`src/rtl/loopdac_pkg.sv`:
```
package loopdac_pkg;
    localparam int FRAME_BITS = 24;
    localparam int DATA_W     = 16;
    localparam int ADDR_W     = 7;
    localparam int FIN_W      = 7;
    localparam int CNT_W      = $clog2(FRAME_BITS + 8);
    localparam int PAD_W      = FRAME_BITS - DATA_W;

    typedef struct packed {
        logic              rd;
        logic [ADDR_W-1:0] addr;
        logic [DATA_W-1:0] data;
    } frame_t;

    localparam logic [ADDR_W-1:0] A_CODE  = 7'd1;
    localparam logic [ADDR_W-1:0] A_CTRL  = 7'd2;
    localparam logic [ADDR_W-1:0] A_OFS   = 7'd3;
    localparam logic [ADDR_W-1:0] A_GAIN  = 7'd4;
    localparam logic [ADDR_W-1:0] A_FAULT = 7'd5;
    localparam logic [ADDR_W-1:0] A_RST   = 7'd7;

    localparam logic [DATA_W-1:0] CTRL_KEEP = 16'h1BC0;
    localparam logic [DATA_W-1:0] TRIP_SET  = 16'hF800;
    localparam logic [DATA_W-1:0] OFS_INIT  = 16'h8000;
    localparam logic [DATA_W-1:0] GAIN_INIT = 16'hFFFF;

    function automatic logic [DATA_W-1:0] fault_word(input logic spi_err,
                                                     input logic [FIN_W-1:0] cond);
        return {spi_err, cond, {(DATA_W-FIN_W-1){1'b0}}};
    endfunction
endpackage

```
`src/rtl/loopdac_serial.sv`:
```
module loopdac_serial
    import loopdac_pkg::*;
(
    input  logic              clk,
    input  logic              rst,
    input  logic              sclk,
    input  logic              cs_n,
    input  logic              mosi,
    input  logic [DATA_W-1:0] reply,
    output logic              miso,
    output logic              frm_ok,
    output logic              frm_bad,
    output frame_t            frm
);
    logic [2:0] sclk_s;
    logic [2:0] cs_s;
    logic [1:0] mosi_s;
    logic [FRAME_BITS-1:0] rx_q, tx_q;
    logic [CNT_W-1:0] cnt_q;

    wire active  = ~cs_s[1];
    wire cs_fall = ~cs_s[1] &  cs_s[2];
    wire cs_rise =  cs_s[1] & ~cs_s[2];
    wire s_rise  =  sclk_s[1] & ~sclk_s[2];
    wire s_fall  = ~sclk_s[1] &  sclk_s[2];

    always_ff @(posedge clk) begin
        if (rst) begin
            sclk_s  <= 3'b000;
            cs_s    <= 3'b111;
            mosi_s  <= 2'b00;
            rx_q    <= '0;
            tx_q    <= '0;
            cnt_q   <= '0;
            frm_ok  <= 1'b0;
            frm_bad <= 1'b0;
        end else begin
            sclk_s  <= {sclk_s[1:0], sclk};
            cs_s    <= {cs_s[1:0], cs_n};
            mosi_s  <= {mosi_s[0], mosi};
            frm_ok  <= 1'b0;
            frm_bad <= 1'b0;
            if (cs_fall) begin
                cnt_q <= '0;
                tx_q  <= {{PAD_W{1'b0}}, reply};
            end else if (active) begin
                if (s_rise) begin
                    rx_q <= {rx_q[FRAME_BITS-2:0], mosi_s[1]};
                    if (cnt_q != {CNT_W{1'b1}}) cnt_q <= cnt_q + 1'b1;
                end
                if (s_fall) tx_q <= {tx_q[FRAME_BITS-2:0], 1'b0};
            end
            if (cs_rise) begin
                frm_ok  <= (cnt_q == CNT_W'(FRAME_BITS));
                frm_bad <= (cnt_q != '0) && (cnt_q != CNT_W'(FRAME_BITS));
            end
        end
    end

    assign miso = active ? tx_q[FRAME_BITS-1] : 1'b0;
    assign frm  = frame_t'(rx_q);

    AST_ONE_OUTCOME: assert property (@(posedge clk) disable iff (rst)
        $onehot0({frm_ok, frm_bad}));
    AST_MISO_IDLE: assert property (@(posedge clk) disable iff (rst)
        cs_s[1] |-> !miso);
endmodule

```
`src/rtl/loopdac_regs.sv`:
```
module loopdac_regs
    import loopdac_pkg::*;
(
    input  logic              clk,
    input  logic              rst,
    input  logic              frm_ok,
    input  logic              frm_bad,
    input  frame_t            frm,
    input  logic [FIN_W-1:0]  fault_in,
    output logic [DATA_W-1:0] reply,
    output logic [DATA_W-1:0] dac_out,
    output logic [DATA_W-1:0] ctrl_out,
    output logic              fault_pin
);
    logic [DATA_W-1:0] code_q, ctrl_q, ofs_q, gain_q, dac_q, flt_q, hold_q;
    logic [DATA_W-1:0] flt_now, flt_seen, flt_next, rd_val;

    wire do_wr  = frm_ok & ~frm.rd;
    wire rd_flt = frm_ok &  frm.rd & (frm.addr == A_FAULT);

    assign flt_now  = fault_word(frm_bad, fault_in);
    assign flt_seen = flt_q | flt_now;
    assign flt_next = rd_flt ? flt_now : flt_seen;

    always_comb begin
        case (frm.addr)
            A_CODE:  rd_val = code_q;
            A_CTRL:  rd_val = ctrl_q;
            A_OFS:   rd_val = ofs_q;
            A_GAIN:  rd_val = gain_q;
            A_FAULT: rd_val = flt_seen;
            default: rd_val = '0;
        endcase
    end

    always_ff @(posedge clk) begin
        if (rst) begin
            code_q <= '0;
            ctrl_q <= '0;
            ofs_q  <= OFS_INIT;
            gain_q <= GAIN_INIT;
            dac_q  <= '0;
            flt_q  <= '0;
            hold_q <= '0;
        end else begin
            flt_q <= flt_next;
            if (frm_ok) hold_q <= frm.rd ? rd_val : '0;
            if (do_wr) begin
                case (frm.addr)
                    A_CODE:  code_q <= frm.data;
                    A_CTRL:  ctrl_q <= frm.data & CTRL_KEEP;
                    A_OFS:   ofs_q  <= frm.data;
                    A_GAIN:  gain_q <= frm.data;
                    A_FAULT: dac_q  <= code_q;
                    A_RST: begin
                        code_q <= '0;
                        ctrl_q <= '0;
                        ofs_q  <= OFS_INIT;
                        gain_q <= GAIN_INIT;
                        dac_q  <= '0;
                    end
                    default: ;
                endcase
            end
        end
    end

    assign reply     = hold_q;
    assign dac_out   = dac_q;
    assign ctrl_out  = ctrl_q;
    assign fault_pin = |(flt_q & TRIP_SET);

    AST_CTRL_RSVD: assert property (@(posedge clk) disable iff (rst)
        (ctrl_q & ~CTRL_KEEP) == '0);
    AST_DAC_HOLD: assert property (@(posedge clk) disable iff (rst)
        !(do_wr && (frm.addr == A_FAULT || frm.addr == A_RST)) |=> $stable(dac_q));
    AST_PIN_TRIP: assert property (@(posedge clk) disable iff (rst)
        |(flt_now & TRIP_SET) |=> fault_pin);
    AST_RST_DEFAULTS: assert property (@(posedge clk) disable iff (rst)
        (do_wr && frm.addr == A_RST) |=> (ofs_q == OFS_INIT && gain_q == GAIN_INIT && dac_q == '0));
    AST_BAD_KEEPS: assert property (@(posedge clk) disable iff (rst)
        frm_bad |=> ($stable(code_q) && $stable(hold_q) && flt_q[DATA_W-1]));
endmodule

```
`src/rtl/loopdac_spi_slave.sv`:
```
module loopdac_spi_slave
    import loopdac_pkg::*;
(
    input  logic        clk,
    input  logic        rst,
    input  logic        sclk,
    input  logic        cs_n,
    input  logic        mosi,
    input  logic [6:0]  fault_in,
    output logic        miso,
    output logic        fault_pin,
    output logic [15:0] dac_out,
    output logic [15:0] ctrl_out
);
    logic              frm_ok, frm_bad;
    frame_t            frm;
    logic [DATA_W-1:0] reply;

    loopdac_serial u_serial (
        .clk     (clk),
        .rst     (rst),
        .sclk    (sclk),
        .cs_n    (cs_n),
        .mosi    (mosi),
        .reply   (reply),
        .miso    (miso),
        .frm_ok  (frm_ok),
        .frm_bad (frm_bad),
        .frm     (frm)
    );

    loopdac_regs u_regs (
        .clk       (clk),
        .rst       (rst),
        .frm_ok    (frm_ok),
        .frm_bad   (frm_bad),
        .frm       (frm),
        .fault_in  (fault_in),
        .reply     (reply),
        .dac_out   (dac_out),
        .ctrl_out  (ctrl_out),
        .fault_pin (fault_pin)
    );
endmodule

```
`config.mk`:
```
export PLATFORM = sky130hd
export DESIGN_NAME = loopdac_spi_slave
export DESIGN_NICKNAME = d
export VERILOG_FILES = /design/src/rtl/loopdac_pkg.sv /design/src/rtl/loopdac_serial.sv /design/src/rtl/loopdac_regs.sv /design/src/rtl/loopdac_spi_slave.sv
export SDC_FILE = /design/constraint.sdc
export NUM_CORES = 1
export LEC_CHECK = 0
export ABC_AREA = 0
export BUFFER_PORTS_ARGS = -buffer_cell sky130_fd_sc_hd__buf_2
export CAP_MARGIN = 20
export CORE_ASPECT_RATIO = 1.1
export CORE_MARGIN = 1
export CORE_UTILIZATION = 30
export CTS_CLUSTER_SIZE = 12
export DETAILED_ROUTE_END_ITERATION = 10
export PLACE_DENSITY = 0.46
export SYNTH_ARGS = -nofsm -noshare
export SYNTH_HDL_FRONTEND = slang
export SYNTH_SLANG_ARGS = --single-unit
export TNS_END_PERCENT = 100
```
`constraint.sdc`:
```
create_clock -name clk -period 5 [get_ports clk]
set_clock_uncertainty 0.15 [all_clocks]
set_input_delay 0.5 -clock clk [delete_from_list [all_inputs] [get_ports clk]]
set_output_delay 0.5 -clock clk [all_outputs]
set_load 0.02 [all_outputs]
```
# == Yosys cells after proc, flatten, opt, wreduce, memory -nomap -nowiden ==
# Index checks and enable logic that the tools add are counted.
# totals
regBits,175
out_inout_bits,34
wordCells,76
# op_classes
n_addsub,1
eq_ne,10
muxes,12
n_bitwise,15
n_reduce_logical,21
# ops
cell,count
$pmux 16 s2,5
$mux 16,5
$pmux 16 s5,1
$eq 7x3->1 const B,3
$or 16x16->16,1
$eq 7x2->1 const B,2
$reduce_and 2->1,7
$reduce_bool 2->1,6
$ne 5x5->1 const B,2
$and 1x1->1,7
$eq 7x1->1 const B,1
$not 1->1,7
$reduce_and 3->1,2
$reduce_or 2->1,3
$add 5x1->5 const B,1
$eq 5x5->1 const B,1
$reduce_bool 5->1,1
$reduce_or 5->1,1
$ne 2x2->1 const B,1
$logic_and 1x1->1,1
$mux 1,1

# == Longest topological paths before layout ==
# Gate-level depths: netlist of run 1.
# logic_depth
ltp_word,5
depth_mapped,7
ltp_nobuf,7

# == By module ==
# Synthesis of run 1 repeated with hierarchy kept, for this count alone.
# unflattened
cells_unflattened,639
area_unflattened_um2,6092.1
# by_module_without_submodules
mod,instances,cells_per_inst,area_per_inst_um2,seq_area_each_um2
loopdac_regs,1,379,3702.3,1881.8
loopdac_serial,1,260,2389.8,1261.2

# == Worst setup path after synthesis of run 1 ==
# No wires, ideal clock.
# synth_path
path_type,flip-flop to flip-flop
from,"register u_serial.rx_q[22], in the netlist u_serial.frm[22]"
to,register u_regs.code_q[6]
setup_ns,0.117
t_arrival_ns,1.831
path_slack_ns,2.902
path_stages_with_launch,7
path_buffers,2
synth_period_minus_slack_ns,2.098
path_cell_list,dfxtp_1 or4_1 buf_6 nor4_4 nor2_2 buf_6 a22o_1
# synth_via
elab_chain_cells,3
word_cells_on_any_way,5
# synth_rtl
item,line,rtl
"start, declared",loopdac_serial.sv:18,"logic [FRAME_BITS-1:0] rx_q, tx_q;"
"start signal, assigned",loopdac_serial.sv:48,"rx_q <= {rx_q[FRAME_BITS-2:0], mosi_s[1]};"
$eq 7x3->1 / $eq 7x1->1 (equally long branches),loopdac_regs.sv:49,case (frm.addr)
$reduce_bool 2->1 (no source line),n/a,
$reduce_and 2->1 (no source line),n/a,
"end signal, assigned",loopdac_regs.sv:50,A_CODE: code_q <= frm.data;
"end, declared",loopdac_regs.sv:15,"logic [DATA_W-1:0] code_q, ctrl_q, ofs_q, gain_q, dac_q, flt_q, hold_q;"
# Several ways; a longest one is shown, not always the timed one.
# A chain may end at the register's enable or synchronous reset.

# == Final worst setup path of run 1 ==
# layout_path
from,"register u_serial.rx_q[17], in the netlist u_serial.frm[17]"
to,register u_regs.code_q[6]
# Same word-level chain as after synthesis.

==> flow_summary.json, run 1 <==
{
  "effective_utilization_at_floorplan": 0.309,
  "tightest_slew_ns": 0.943,
  "share_comb_of_total_power": 0.025,
  "cts_tree": "yes",
  "instances_no_fill": 963,
  "grt_first_pass_wirelength_um": 25900,
  "synth_edf_count": 0,
  "setup_total_negative_slack_ns": 0,
  "post-route-worst-setup-slack_ns": 2.21,
  "p_per_area_nw_per_um2": 379,
  "ctsHoldBuffers": 0,
  "reg2reg_setup_slack_ns": 2.21,
  "maximum_number_of_pins_on_one_net_before_global_route_repair": 56,
  "number_of_buffers_created_by_cts": 17,
  "grt_antenna_before_repair": 0,
  "placementRows": 54,
  "area_enclosed_by_the_die_boundary_um2": 21200,
  "ys_seq_elements": 157,
  "cts_htree_levels": 4,
  "holdPathEnd": "u_serial.cs_s[0]",
  "required_time_at_the_endpoint_of_the_critical_path_ns": 5.21,
  "cts_setup_buffers": 0,
  "cell_internal_pwr_w": 0.00214,
  "final.period_utilization": 0.558,
  "synth.lib_cells_used.distinct": 50,
  "max_freq_ghz": 0.358,
  "floorplan.die.height_um": 153,
  "cap_violations": 0,
  "die-width_um": 139,
  "yosysMostFrequentCell": "dfxtp_1",
  "class_of_the_tightest_hold_or_removal_check": "primary input to flop",
  "worst_hold_startpoint": "cs_n",
  "clockBufferDepth": 2,
  "status": "finished clean",
  "antenna_left": 0,
  "async_flop_share": 0,
  "post-route-min-period_ns": 2.79,
  "routed_wire_length_per_instance_um": 16.8,
  "drt_wl_total_um": 16100,
  "synth_area_um2": 6180,
  "worstSkewPairLatency_ns": 0.42,
  "seq_area_frac_synth": 0.508,
  "switchingPower_w": 0.000562,
  "post_route_cells_drive_above_1_share": 0.117,
  "drc": 0,
  "timing_max_transition_violations_final": 0,
  "worst_ir_drop_vdd_uv": 175,
  "postSynth.topFlopCell": "dfxtp_1",
  "place_worst_setup_slack_ns": 2.13,
  "fillerInstances": 2037,
  "slew_headroom": 0.371,
  "crit-reg2reg-capture": "u_regs.code_q[6]",
  "core_region_area_um2": 20000,
  "worst_r2r_startpoint": "u_serial.frm[17]",
  "diodes": 0,
  "port_buffers": 35,
  "switching_share": 0.208,
  "cp_max_fo": 16,
  "netlist_instances": 690,
  "p_total_w": 0.00270,
  "synth.top_cells.by_count": "dfxtp_1, nand2_1, a21oi_1, nor2_1, a22o_1",
  "arrival_time_reported_for_the_critical_path_endpoint_ns": 3.00,
  "whs_path_depth": 2,
  "postCtsResizedCells": 0,
  "power.sequential.fraction": 0.470,
  "r2r.worst_path.cells": 5,
  "detailroute.via_count": 4848,
  "timing_hold_violations_final": 0,
  "worst_setup_hold_path_clk_slew_ns": 0.06,
  "synthDominantAreaCellType": "dfxtp_1",
  "startpoint_type_of_the_worst_setup_path": "flop",
  "worst_setup_path_end_kind": "flop",
  "globalRoute.totalOverflow": 0,
  "p_clk_frac": 0.505,
  "routability_congestion_estimate": 0.761,
  "synthToLayoutAreaGrowth_pct": 15.4,
  "ys.warnings.count": 0,
  "design.portCount": 46,
  "post_drt_via_cell_ratio": 5.03,
  "critPathKind": "flop to flop",
  "synth.avg_cell_area_um2": 8.96,
  "firstDrtPassIters": 7,
  "synth.top_cells.by_area": "dfxtp_1, nand2_1, a22o_1",
  "finalNetCount": 714,
  "yosys.area.top_type_share": 0.508,
  "rsz_0062_raised_after_global_routing": "no",
  "drt_first_iter_violations": 290,
  "numClockSinks": 157,
  "vias_in_the_first_global_route": 4798,
  "placed_cells": 930,
  "cell_leakage_power_nw": 2.50,
  "place_hpwl_um": 11200,
  "grt_util_all_layers": 0.159,
  "final_hold_slack_ns": 0.108,
  "setup_violations": 0,
  "root_buffer": "clkbuf_16"
}
==> per-layer routing <==
metal	vias up	GRT usage	wire length (um)
li1	2426	-	-
met1	2332	0.200	7550
met2	74	0.270	7880
met3	16	0.0317	513
met4	0	0.0524	205
met5	-	0	0
==> cell usage in the layout, fill, tap and decap left out, types with 7 or more instances in the layout <==
master,n
a22oi_1,11
nor2_1,57
buf_2,35
conb_1,10
nand3_1,7
dfxtp_1,157
nand4_1,7
o21ai_0,8
a311oi_1,19
mux2i_1,12
inv_1,9
a22o_1,42
o22a_1,17
clkbuf_16,17
a21oi_1,72
nand2_1,125
nor2b_1,15
==> flip-flops by register name (all words and copies together), names as in the netlist <==
name              flops
u_regs.code_q        16
u_regs.flt_q          8
u_serial.frm_bad      1
u_serial.sclk_s       3
u_serial.cnt_q        5
u_regs.ofs_q         16
u_regs.dac_out       16
u_serial.frm         24
u_serial.mosi_s       2
u_regs.gain_q        16
u_serial.frm_ok       1
u_regs.ctrl_out       6
u_serial.tx_q        24
u_regs.reply         16
u_serial.cs_s         3
==> worst max-delay path: stages, from the launching register on <==
cell     delay (ns)
dfxtp_1        0.58
buf_4          0.33
nor2b_1        0.69
nor4_4         0.14
nor2_2         0.57
a22o_1         0.25
==> metrics by stage <==
stage / area, um2 / utilization
finish: 7130 / 0.357
global route: 7130 / 0.357
CTS: 7090 / 0.354
detailed placement: 6460 / 0.323
global placement: 6460 / 0.323
floorplan: 6220 / -
==> kinds of logic (layout without fill, tap and decap cells) <==
| group | after synthesis | count (layout) | synth area share |
|---|---|---|---|
| other | 1 | 10 | 0.000606 |
| adders and majority gates | 3 | 3 | 0.00607 |
| DFF | 157 | 157 | 0.508 |
| AOI/OAI and AO/OA | 192 | 192 | 0.219 |
| and+or+nand+nor | 248 | 248 | 0.185 |
| xor gates and xnor gates | 6 | 6 | 0.00850 |
| buffers and inverters | 71 | 83 | 0.0534 |
| muxes | 12 | 12 | 0.0194 |
==> power by group through the flow <==
stage | Combinational (W) | Clock, W | Sequential [W]
after floorplan | 0.0000529 | 0 | 0.00130
after global placement | 0.0000625 | 0 | 0.00130
after detailed placement | 0.0000641 | 0 | 0.00130
after CTS | 0.0000642 | 0.00140 | 0.00127
after global routing | 0.0000747 | 0.00145 | 0.00127
final | 0.0000670 | 0.00137 | 0.00127
==> worst max path at each step <==
stage	to	cells after the start	from
6_report	u_regs.code_q[6]	5	u_serial.frm[17]
5_1_grt	u_regs.code_q[2]	5	u_serial.frm[17]
4_1_cts	u_regs.code_q[6]	5	u_serial.frm[17]
3_5_place_dp	u_regs.dac_out[3]	4	rst
3_3_place_gp	u_regs.dac_out[13]	4	rst
2_1_floorplan	u_regs.code_q[6]	6	u_serial.frm[22]
==> cell type report <==
class | instances | area (um2) | area share
Sequential cell | 157 | 3140 | 0.441
Multi-Input combinational cell | 471 | 2750 | 0.386
Clock buffer | 21 | 460 | 0.0645
Tap cell | 252 | 315 | 0.0442
Timing Repair Buffer | 43 | 268 | 0.0375
Clock inverter | 10 | 163 | 0.0228
Inverter | 9 | 33.8 | 0.00474
No activity file was read; power rests on OpenSTA's default activity.
==> run 2, diff against run 1 <==
==> constraint.sdc (replaced) <==
create_clock -name clk -period 2.6 [get_ports clk]
set_clock_uncertainty 0.15 [all_clocks]
set_input_delay 0.26 -clock clk [delete_from_list [all_inputs] [get_ports clk]]
set_output_delay 0.26 -clock clk [all_outputs]
set_load 0.02 [all_outputs]
==> flow_summary.json, run 2 (synthesized netlist as in run 1, its figures left out) <==
{
  "globalRoute.totalOverflow": 0,
  "grt_first_pass_wirelength_um": 26300,
  "class_of_the_tightest_hold_or_removal_check": "primary input to flop",
  "drt_first_iter_violations": 301,
  "max_freq_ghz": 0.421,
  "fillerInstances": 2024,
  "placementRows": 54,
  "number_of_buffer_and_inverter_instances_along_the_worst_setup_path": 1,
  "cts_setup_buffers": 0,
  "place_hpwl_um": 11300,
  "p_clk_frac": 0.505,
  "vias_in_the_first_global_route": 5024,
  "die-width_um": 139,
  "share_comb_of_total_power": 0.026,
  "r2r.worst_path.cells": 5,
  "crit_family": "compound AO/OA/AOI/OAI gates",
  "power.sequential.fraction": 0.469,
  "routed_wire_length_per_instance_um": 16.5,
  "area_enclosed_by_the_die_boundary_um2": 21200,
  "worst-path-stages": 5,
  "slowest_delay_ns": 0.72,
  "reg2reg_setup_slack_ns": 0.22,
  "cap_violations": 0,
  "setup_total_negative_slack_ns": 0,
  "multi_input_comb_area_um2": 2750,
  "drt_wl_total_um": 16400,
  "timing_hold_violations_final": 0,
  "placed_cells": 951,
  "design.portCount": 46,
  "firstDrtPassIters": 7,
  "tightest_slew_ns": 0.848,
  "critPathLaunch": "u_serial.frm[22]",
  "critical-path-slowest-cell": "a2111oi_4",
  "post_route_cells_drive_above_1_share": 0.142,
  "crit-reg2reg-capture": "u_regs.reply[3]",
  "p_total_w": 0.00522,
  "core_region_area_um2": 20000,
  "numClockSinks": 157,
  "port_buffers": 35,
  "timing.critical_path.to": "u_regs.reply[3]",
  "floorplan.die.height_um": 153,
  "rsz_0062_raised_after_global_routing": "no",
  "cts_htree_levels": 4,
  "arrival_time_reported_for_the_critical_path_endpoint_ns": 2.58,
  "cell_leakage_power_nw": 2.63,
  "post-route-min-period_ns": 2.38,
  "routability_congestion_estimate": 0.814,
  "sequential_cell_area_um2": 3140,
  "slew_headroom": 0.434,
  "cts_tree": "yes",
  "layout.cells.most_common_list": "dfxtp_1, nand2_1, a21oi_1, nor2_1, a22o_1",
  "drc": 0,
  "p_per_area_nw_per_um2": 710,
  "status": "finished clean",
  "effective_utilization_at_floorplan": 0.309,
  "startpoint_type_of_the_worst_setup_path": "flop",
  "detailroute.via_count": 5057,
  "maximum_number_of_pins_on_one_net_before_global_route_repair": 59,
  "layout_commonest_cell": "dfxtp_1",
  "clockBufferDepth": 2,
  "switchingPower_w": 0.00115,
  "worst_ir_drop_vdd_uv": 334,
  "instances_no_fill": 993,
  "worst_setup_hold_path_clk_slew_ns": 0.06,
  "ctsHoldBuffers": 10,
  "worst_r2r_startpoint": "u_serial.frm[22]",
  "setup_violations": 0,
  "switching_share": 0.220,
  "cell_internal_pwr_w": 0.00407,
  "root_buffer": "clkbuf_16",
  "timing_max_transition_violations_final": 0,
  "antenna_left": 0,
  "number_of_buffers_created_by_cts": 17,
  "critPathKind": "flop to flop",
  "postCtsResizedCells": 0,
  "cp_cell_sequence": "or4_1, a2111oi_4, buf_4, a22oi_1, nor2_1",
  "worst_setup_path_end_kind": "flop",
  "diodes": 0,
  "required_time_at_the_endpoint_of_the_critical_path_ns": 2.81,
  "synthToLayoutAreaGrowth_pct": 18.8,
  "grt_antenna_before_repair": 0,
  "worstSkewPairLatency_ns": 0.43,
  "grt_util_all_layers": 0.160,
  "post_drt_via_cell_ratio": 5.09,
  "cp_max_fo": 10,
  "finalNetCount": 743,
  "final.period_utilization": 0.914
}
==> run 2: changes by cell type in the layout (fill, tap and decap cells not counted) <==
cell / delta
clkinvlp_4: +1
clkbuf_1: -2
inv_8: +1
bufinv_16: -1
dlygate4sd3_1: +10
clkinv_4: +1
buf_16: -1
clkbuf_8: +1
buf_12: -1
buf_4: +21
==> run 2: power by group through the flow <==
stage | sequential [W] | combinational, W | clock, W
6_report | 0.00244 | 0.000137 | 0.00263
5_1_grt | 0.00245 | 0.000153 | 0.00280
4_1_cts | 0.00244 | 0.000139 | 0.00269
3_5_place_dp | 0.00250 | 0.000128 | 0
3_3_place_gp | 0.00250 | 0.000125 | 0
2_1_floorplan | 0.00249 | 0.000102 | 0
==> run 2: worst register-to-register path: stages (launching register included) <==
cell and delay (ns):
dfxtp_1 0.33, or4_1 0.65, a2111oi_4 0.72, buf_4 0.26
a22oi_1 0.07, nor2_1 0.12
==> run 2: cell type report <==
cell class	count	share of cell area
clock buffers	20	0.0635
clock inverters	12	0.0218
inverters	9	0.00460
multi-input cells	471	0.374
flip-flops and latches	157	0.428
well taps	252	0.0429
repair buffers	72	0.0650
==> run 2: routing by layer <==
metal	vias up	track usage	part of all wire
met4	0	0.0762	0.021
met2	93	0.262	0.47
met3	23	0.0371	0.039
met5	-	0	0
met1	2445	0.199	0.47
li1	2496	-	-
==> run 2: how the worst min path moves through the flow <==
stage | endpoint | from | cells past startpoint
after floorplan | u_serial.cs_s[0] | cs_n | 1
after global placement | u_serial.cs_s[1] | u_serial.cs_s[0] | 1
after detailed placement | u_serial.cs_s[1] | u_serial.cs_s[0] | 1
after CTS | u_serial.frm[18] | rst | 2
after global routing | u_serial.frm[18] | rst | 2
final | u_serial.frm[16] | rst | 2
==> run 2: through the flow <==
stage / hold slack (ns) / utilization / setup slack, ns / area [um2]
finish: 0.0919 / 0.367 / 0.223 / 7350
floorplan: 0.214 / - / 0.502 / 6220
global route: 0.111 / 0.367 / 0.0998 / 7350
CTS: 0.0821 / 0.367 / 0.232 / 7350
global placement: 0.248 / 0.331 / 0.326 / 6620
detailed placement: 0.250 / 0.331 / 0.247 / 6620
